$ cat config.mk
export PLATFORM = sky130hd
export DESIGN_NAME = flash_prot_decoder
export DESIGN_NICKNAME = d
export VERILOG_FILES = /design/src/rtl/fpd_pkg.sv /design/src/rtl/fpd_span.sv /design/src/rtl/fpd_match.sv /design/src/rtl/fpd_srlock.sv /design/src/rtl/flash_prot_decoder.sv
export SDC_FILE = /design/constraint.sdc
export NUM_CORES = 1
export LEC_CHECK = 0
export ABC_CLOCK_PERIOD_IN_PS = 800
export CAP_MARGIN = 30
export CELL_PAD_IN_SITES_DETAIL_PLACEMENT = 1
export CELL_PAD_IN_SITES_GLOBAL_PLACEMENT = 1
export CORE_ASPECT_RATIO = 1.2
export CORE_MARGIN = 5
export CORE_UTILIZATION = 37
export DETAILED_ROUTE_END_ITERATION = 6
export DONT_BUFFER_PORTS = 1
export GPL_ROUTABILITY_DRIVEN = 1
export GPL_TIMING_DRIVEN = 0
export HOLD_SLACK_MARGIN = 0.03
export PLACE_DENSITY_LB_ADDON = 0.08
export SKIP_LAST_GASP = 1
export SYNTH_ARGS = -nofsm -noshare
export SYNTH_HDL_FRONTEND = slang
export SYNTH_SLANG_ARGS = --single-unit
$ cat constraint.sdc
create_clock -name clk -period 0.8 [get_ports clk]
set_clock_uncertainty 0.1 [all_clocks]
set_input_delay 0.16 -clock clk [delete_from_list [all_inputs] [get_ports clk]]
set_output_delay 0.16 -clock clk [all_outputs]
set_load 0.01 [all_outputs]
$ cat src/rtl/fpd_pkg.sv
package fpd_pkg;

    typedef enum logic [1:0] {
        OP_PROG = 2'd0,
        OP_SSE  = 2'd1,
        OP_SE   = 2'd2,
        OP_BULK = 2'd3
    } fpd_op_e;

    typedef struct packed {
        logic valid;
        logic deny;
        logic sr_ok;
        logic locked;
    } fpd_state_t;

endpackage

$ cat src/rtl/fpd_span.sv
// Turns protect level and placement into a half-open sector span [lo, hi).
module fpd_span #(
    parameter int SECT_W = 7,
    parameter int BP_W   = 3
) (
    input  logic [BP_W-1:0]  bp,
    input  logic             top_bot,
    output logic [SECT_W:0]  lo,
    output logic [SECT_W:0]  hi,
    output logic             any
);
    localparam logic [SECT_W:0] ONE  = 1;
    localparam logic [SECT_W:0] FULL = ONE << SECT_W;

    logic [SECT_W:0] cnt;

    always_comb begin
        if (bp == '0) begin
            cnt = '0;
        end else if (int'(bp) >= SECT_W) begin
            cnt = FULL;
        end else begin
            cnt = ONE << bp;
        end
        any = (bp != '0);
        if (top_bot) begin
            lo = '0;
            hi = cnt;
        end else begin
            lo = FULL - cnt;
            hi = FULL;
        end
    end
endmodule

$ cat src/rtl/fpd_match.sv
// Compares one sector index or a whole-array operation against the span.
module fpd_match #(
    parameter int SECT_W = 7
) (
    input  fpd_pkg::fpd_op_e   op,
    input  logic [SECT_W-1:0]  sector,
    input  logic [SECT_W:0]    lo,
    input  logic [SECT_W:0]    hi,
    input  logic               any,
    output logic               deny
);
    logic [SECT_W:0] sec_x;

    always_comb begin
        sec_x = {1'b0, sector};
        if (op == fpd_pkg::OP_BULK) begin
            deny = any;
        end else begin
            deny = (sec_x >= lo) && (sec_x < hi);
        end
    end
endmodule

$ cat src/rtl/fpd_srlock.sv
// Hardware lock: register bit set and write-protect pin pulled low.
module fpd_srlock (
    input  logic srwd,
    input  logic wp_n,
    output logic locked
);
    always_comb begin
        locked = srwd && !wp_n;
    end
endmodule

$ cat src/rtl/flash_prot_decoder.sv
module flash_prot_decoder #(
    parameter int ADDR_W   = 24,
    parameter int SECT_W   = 7,
    parameter int SECT_LSB = 16,
    parameter int BP_W     = 3
) (
    input  logic              clk,
    input  logic              rst_n,
    input  logic [BP_W-1:0]   cfg_bp,
    input  logic              cfg_top_bot,
    input  logic              cfg_srwd,
    input  logic              wp_n,
    input  logic              chk_valid,
    input  logic [1:0]        chk_op,
    input  logic [ADDR_W-1:0] chk_addr,
    output logic              result_valid,
    output logic              result_deny,
    output logic              sr_write_ok,
    output logic              hw_locked
);
    import fpd_pkg::*;

    localparam int SECT_MSB = SECT_LSB + SECT_W - 1;

    fpd_state_t st_d, st_q;

    logic [SECT_W-1:0] sector;
    logic [SECT_W:0]   span_lo, span_hi;
    logic              span_any;
    logic              hit;
    logic              lock_now;
    logic              unused_addr;

    assign sector      = chk_addr[SECT_MSB:SECT_LSB];
    assign unused_addr = ^{chk_addr[ADDR_W-1:SECT_MSB+1], chk_addr[SECT_LSB-1:0]};

    fpd_span #(.SECT_W(SECT_W), .BP_W(BP_W)) u_span (
        .bp      (cfg_bp),
        .top_bot (cfg_top_bot),
        .lo      (span_lo),
        .hi      (span_hi),
        .any     (span_any)
    );

    fpd_match #(.SECT_W(SECT_W)) u_match (
        .op     (fpd_op_e'(chk_op)),
        .sector (sector),
        .lo     (span_lo),
        .hi     (span_hi),
        .any    (span_any),
        .deny   (hit)
    );

    fpd_srlock u_lock (
        .srwd   (cfg_srwd),
        .wp_n   (wp_n),
        .locked (lock_now)
    );

    always_comb begin
        st_d        = st_q;
        st_d.valid  = chk_valid;
        st_d.deny   = chk_valid && hit;
        st_d.locked = lock_now;
        st_d.sr_ok  = !lock_now;
    end

    always_ff @(posedge clk or negedge rst_n) begin
        if (!rst_n) begin
            st_q <= '0;
        end else begin
            st_q <= st_d;
        end
    end

    assign result_valid = st_q.valid;
    assign result_deny  = st_q.deny;
    assign sr_write_ok  = st_q.sr_ok;
    assign hw_locked    = st_q.locked;
endmodule

==> impl_metrics.env, run 1 <==
export IMPL_clock_fmax_mhz=550
export IMPL_fin_crit_sh_pct=227
export IMPL_grt_pass1_vias=673
export IMPL_vias_per_cell=5.57
export IMPL_synthToLayoutAreaGrowth_pct=37.1
export IMPL_pre_cts_slack_ps=-1480
export IMPL_dp_hpwl_um=1370
export IMPL_antenna_left=0
export IMPL_synthArstFlopShare_pct=100
export IMPL_synth_cell_type_count=31
export IMPL_syn_area_um2=674
export IMPL_cts_sinks=4
export IMPL_drc=0
export IMPL_cts_made_buffers=3
export IMPL_synth_top_area_share_pct=26.0
export IMPL_ir_drop_mv=0.518
export IMPL_initial_utilization_pct=37.7
export IMPL_crit_chain="buf_12 -> and2b_2 -> nand2b_4 -> ha_4 -> xnor2_2 -> nand3_1 -> nand2_2 -> ha_4 -> o2111a_2 -> a2111oi_4 -> a21oi_1"
export IMPL_required_ps=810
export IMPL_placed_cell_area_um2=732
export IMPL_cts_root_buf="clkbuf_4"
export IMPL_core_rowCount=17
export IMPL_synthXorXnorAreaFrac_pct=2.60
export IMPL_hold_path_depth=1
export IMPL_final_common_cell="ha_1"
export IMPL_cts_tree="yes"
export IMPL_whs_endpoint="sr_write_ok"
export IMPL_final_max_slew_violation_count=0
export IMPL_synthCells=84
export IMPL_max_stage_delay_ps=340
export IMPL_setup_viol=5
export IMPL_cts_hold_buffers=3
export IMPL_fin_util_pct=51.8
export IMPL_synth_compound_area_share_pct=21.7
export IMPL_avgSynthCellArea_um2=8.03
export IMPL_overflow=0
export IMPL_yosysSeqAreaShare_pct=14.8
export IMPL_crit_type="in2reg"
export IMPL_h_tree_depth=1
export IMPL_worstSetupStartpointType="primary input"
export IMPL_layout_nets=146
export IMPL_route_vias_total=635
export IMPL_finalHoldViolCount=2
export IMPL_die_y_um=56.8
export IMPL_powerDensity_nw_per_um2=972
export IMPL_min_path_type="in2reg"
export IMPL_setup_tns_final_ps=-1380
export IMPL_rsz0062_at_grt="yes"
export IMPL_path_common_cell="ha_4"
export IMPL_pin_count=39
export IMPL_violations="negative hold slack, negative setup slack"
export IMPL_synth_top_flop_cell="dfrtp_1"
export IMPL_status="finished with violations"
export IMPL_synth_adder_area_share_pct=26.0
export IMPL_fin_crit_ps=1820
export IMPL_synth_seq_cells=4
export IMPL_final_area_um2=925
export IMPL_seqCellArea_um2=100
export IMPL_track_usage_pct=13.9
export IMPL_worst_path_max_fanout=6
export IMPL_die_area_um2=2780
export IMPL_cp_end_kind="flop"
export IMPL_finalNonFillerCells=114
export IMPL_power_leakage_nw=0.393
export IMPL_worst_hold_slack_ps=-39.9
export IMPL_antenna_found_initial=0
export IMPL_syn_nets=133
export IMPL_cap_violations=0
export IMPL_path_clk_slew_ps=40
export IMPL_hp_start="wp_n"
export IMPL_synth_top_family_by_area="simple AND/OR/NAND/NOR gates"
export IMPL_grt_pass1_wl_um=3010
export IMPL_wl_um=1830
export IMPL_grt_max_degree=11
export IMPL_firstDrtPassIters=2
export IMPL_nFillCells=210
export IMPL_worstPathArrival_ps=1830
export IMPL_slowest_stage="a2111oi_4"
export IMPL_multi_input_area_um2=637
export IMPL_total_power_mw=0.899
export IMPL_drive_above_1_share_pct=34.7
export IMPL_synth_mux_area_share_pct=0
export IMPL_drtIter0Drc=1
export IMPL_diodes=0
export IMPL_clockBufferDepth=2
export IMPL_dp_cells=103
export IMPL_synth_top_cell_by_area="ha_1"
export IMPL_final_cell_mix="11 x ha_1, 8 x nand3_1, 7 x nor2_1, 7 x buf_4, 5 x nand2_1"
export IMPL_die_x_um=49.0
export IMPL_setup_ws_ps=-1020
export IMPL_core_area_um2=1790
export IMPL_post_drt_wl_per_cell_um=16.1
export IMPL_synthSimpleGateAreaFrac_pct=28.2
export IMPL_synth_top_cells_by_area="ha_1 26%, dfrtp_1 15%, nand3_1 5.9%"
export IMPL_place_gp_congestion=0.667
export IMPL_port_buffers=0
export IMPL_synth_edff_count=0
export IMPL_yosysWarningCount=0
[power breakdown]
part           leakage, nW  switching (mW)  internal [mW]
Combinational        0.332           0.197          0.216
Clock               0.0138          0.0869          0.168
Sequential          0.0479          0.0121          0.218
[routing by layer]
metal	share of wire [%]	GRT usage, %	vias to the layer above	wire [um]
met5	0	0	-	0
met4	1.3	5.77	0	24
met3	4.2	2.12	2	77
met2	54	25.4	14	993
met1	40	15.5	295	736
li1	-	-	324	-
[cell usage after synthesis, types with 2 or more instances]
cell and count:
xnor2_1 2, nand2b_1 5, nor2_1 7, conb_1 2
dfrtp_1 4, ha_1 14, a21oi_1 4, nand3_1 8
o21ai_0 4, nor2b_1 2, nand2_1 8, buf_2 3
inv_1 3
[layout make-up]
type,count,share of cell area [%]
multi-input cells,72,68.9
flip-flops and latches,4,10.8
repair buffers,9,8.39
plain buffers,4,5.68
well taps,19,2.57
clock buffers,3,2.44
inverters,3,1.22
[how the worst max path moves through the flow]
stage	startpoint	endpoint	slack [ps]	depth (start not counted)
floorplan	cfg_bp[2]	result_deny	-1010	6
global placement	cfg_bp[1]	result_deny	-1480	12
detailed placement	cfg_bp[1]	result_deny	-1480	12
CTS	cfg_bp[1]	result_deny	-1050	11
global route	cfg_bp[1]	result_deny	-1120	11
finish	cfg_bp[1]	result_deny	-1020	11
[worst max-delay path: cells and delay by family]
| kind | cells | cell delay, ps |
|---|---|---|
| adder cells (fa/ha/maj) | 2 | 400 |
| AO/OA/AOI/OAI | 3 | 560 |
| buffers and inverters | 1 | 100 |
| XOR/XNOR | 1 | 120 |
| AND/OR/NAND/NOR | 4 | 490 |
[registers in the layout (all words and copies together) (netlist names)]
signal and cells:
result_valid 1, hw_locked 1, result_deny 1, sr_write_ok 1
[cell families (layout without fill, tap and decap cells)]
family / after synthesis / after routing
AOI/OAI and AO/OA: 17 / 17
and+or+nand+nor: 37 / 37
adders and majority gates: 14 / 14
buffers and inverters: 8 / 19
DFF: 4 / 4
other: 2 / 2
xor gates and xnor gates: 2 / 2
[what timing repair did]
item                                    in CTS  in global routing
gates resized for setup                     11                 11
setup buffers                                5                  1
endpoints found under the setup margin       5                  6
pin swaps                                    7                  9
endpoints found under the hold margin        8                  2
Note: power is estimated with default switching activity, not from simulation.
==> inputs of run 2 (changes only) <==
--- a/config.mk
+++ b/config.mk
@@ -17,6 +17,7 @@
 export GPL_ROUTABILITY_DRIVEN = 1
 export GPL_TIMING_DRIVEN = 0
 export HOLD_SLACK_MARGIN = 0.03
+export MAX_ROUTING_LAYER = met4
 export PLACE_DENSITY_LB_ADDON = 0.08
 export SKIP_LAST_GASP = 1
 export SYNTH_ARGS = -nofsm -noshare
==> run 2 against run 1 <==
Net effect:
- the flow still finishes with violations (negative hold slack, negative setup slack)
- sequential power about the same
- sequential share of layout area stayed put
- global-route usage is 0.42 points higher
- clock power barely moved
- hold slack improved by 1.0 ps
- maximum frequency increased by 0.31%
- final area is the same
- wire length grew 0.33%
- first-iteration DRC count unchanged
- final cell count is the same
- critical path type unchanged
- largest power group unchanged
- highest routed layer unchanged
==> impl_metrics.env, run 2 (synthesis gave the netlist of run 1 again) <==
export IMPL_rsz0062_at_grt="yes"
export IMPL_setup_viol=5
export IMPL_track_usage_pct=14.3
export IMPL_slowest_stage="a2111oi_4"
export IMPL_route_vias_total=632
export IMPL_core_rowCount=17
export IMPL_port_buffers=0
export IMPL_cp_end_kind="flop"
export IMPL_fin_util_pct=51.8
export IMPL_crit_buf_inv=1
export IMPL_cts_root_buf="clkbuf_4"
export IMPL_crit_type="in2reg"
export IMPL_worstPathArrival_ps=1830
export IMPL_whs_endpoint="sr_write_ok"
export IMPL_pre_cts_slack_ps=-1480
export IMPL_min_path_type="in2reg"
export IMPL_cts_sinks=4
export IMPL_path_common_cell="ha_4"
export IMPL_dp_cells=103
export IMPL_cts_hold_buffers=3
export IMPL_vias_per_cell=5.54
export IMPL_final_max_slew_violation_count=0
export IMPL_violations="negative hold slack, negative setup slack"
export IMPL_path_delay_family="compound AO/OA/AOI/OAI gates"
export IMPL_cts_made_buffers=3
export IMPL_post_drt_wl_per_cell_um=16.1
export IMPL_worst_hold_slack_ps=-38.8
export IMPL_ir_drop_mv=0.522
export IMPL_powerDensity_nw_per_um2=973
export IMPL_cts_tree="yes"
export IMPL_hold_path_depth=1
export IMPL_crit_cells=11
export IMPL_total_power_mw=0.899
export IMPL_grt_pass1_vias=670
export IMPL_pin_count=39
export IMPL_crit_chain="buf_12 -> and2b_2 -> nand2b_4 -> ha_4 -> xnor2_2 -> nand3_1 -> nand2_2 -> ha_4 -> o2111a_2 -> a2111oi_4 -> a21oi_1"
export IMPL_dp_hpwl_um=1370
export IMPL_cap_violations=0
export IMPL_initial_utilization_pct=37.7
export IMPL_hp_start="wp_n"
export IMPL_wl_um=1840
export IMPL_path_clk_slew_ps=40
export IMPL_die_x_um=49.0
export IMPL_final_cell_mix="11 x ha_1, 8 x nand3_1, 7 x nor2_1, 7 x buf_4, 5 x nand2_1"
export IMPL_finalNonFillerCells=114
export IMPL_setup_ws_ps=-1010
export IMPL_drc=0
export IMPL_grt_pass1_wl_um=3020
export IMPL_clockBufferDepth=2
export IMPL_power_leakage_nw=0.393
export IMPL_worstSetupStartpointType="primary input"
export IMPL_antenna_left=0
export IMPL_synthToLayoutAreaGrowth_pct=37.1
export IMPL_fin_crit_ps=1810
export IMPL_drive_above_1_share_pct=34.7
export IMPL_finalHoldViolCount=2
export IMPL_fin_crit_sh_pct=227
export IMPL_status="finished with violations"
export IMPL_diodes=0
export IMPL_worst_path_max_fanout=6
export IMPL_place_gp_congestion=0.674
export IMPL_placed_cell_area_um2=732
export IMPL_final_common_cell="ha_1"
export IMPL_grt_max_degree=11
export IMPL_setup_tns_final_ps=-1370
export IMPL_drtIter0Drc=1
export IMPL_final_area_um2=925
export IMPL_die_y_um=56.8
export IMPL_die_area_um2=2780
export IMPL_layout_nets=146
export IMPL_overflow=0
export IMPL_required_ps=810
export IMPL_antenna_found_initial=0
export IMPL_clock_fmax_mhz=551
export IMPL_h_tree_depth=1
export IMPL_core_area_um2=1790
export IMPL_max_stage_delay_ps=340
export IMPL_firstDrtPassIters=2
## run 2: cell counts in the layout (fill, tap and decap cells not counted)
Identical to the previous run, type by type.
## run 2: area by class of cell
cell class | instances | area, um2
Fill cell | 210 | 862
Multi-Input combinational cell | 72 | 637
Inverter | 3 | 11.3
Clock buffer | 3 | 22.5
Timing Repair Buffer | 9 | 77.6
Buffer | 4 | 52.6
Tap cell | 19 | 23.8
Sequential cell | 4 | 100
## run 2: where the power goes
part / internal (mW) / total (mW) / switching, mW
clock: 0.168 / 0.256 / 0.0881
combinational: 0.217 / 0.413 / 0.197
sequential: 0.218 / 0.230 / 0.0121
total: 0.602 / 0.899 / 0.297
## run 2: routing by layer
metal  track usage, %  routed length (um)
met1             15.6                 737
met2             25.4                 995
met5                -                   0
met3             2.12                  79
met4             5.77                  24
## run 2: worst max path at each step
stage / slack (ps) / to / start
after CTS: -1050 / result_deny / cfg_bp[1]
after global placement: -1480 / result_deny / cfg_bp[1]
final: -1010 / result_deny / cfg_bp[1]
after floorplan: -1010 / result_deny / cfg_bp[2]
after detailed placement: -1480 / result_deny / cfg_bp[1]
after global routing: -1120 / result_deny / cfg_bp[1]
## run 2: timing repair
item                                    CTS  global route
resized for setup                        11            11
endpoints found under the hold margin     8             2
pin swaps                                 7             9
buffers inserted                          5             1
endpoints found under the setup margin    5             6
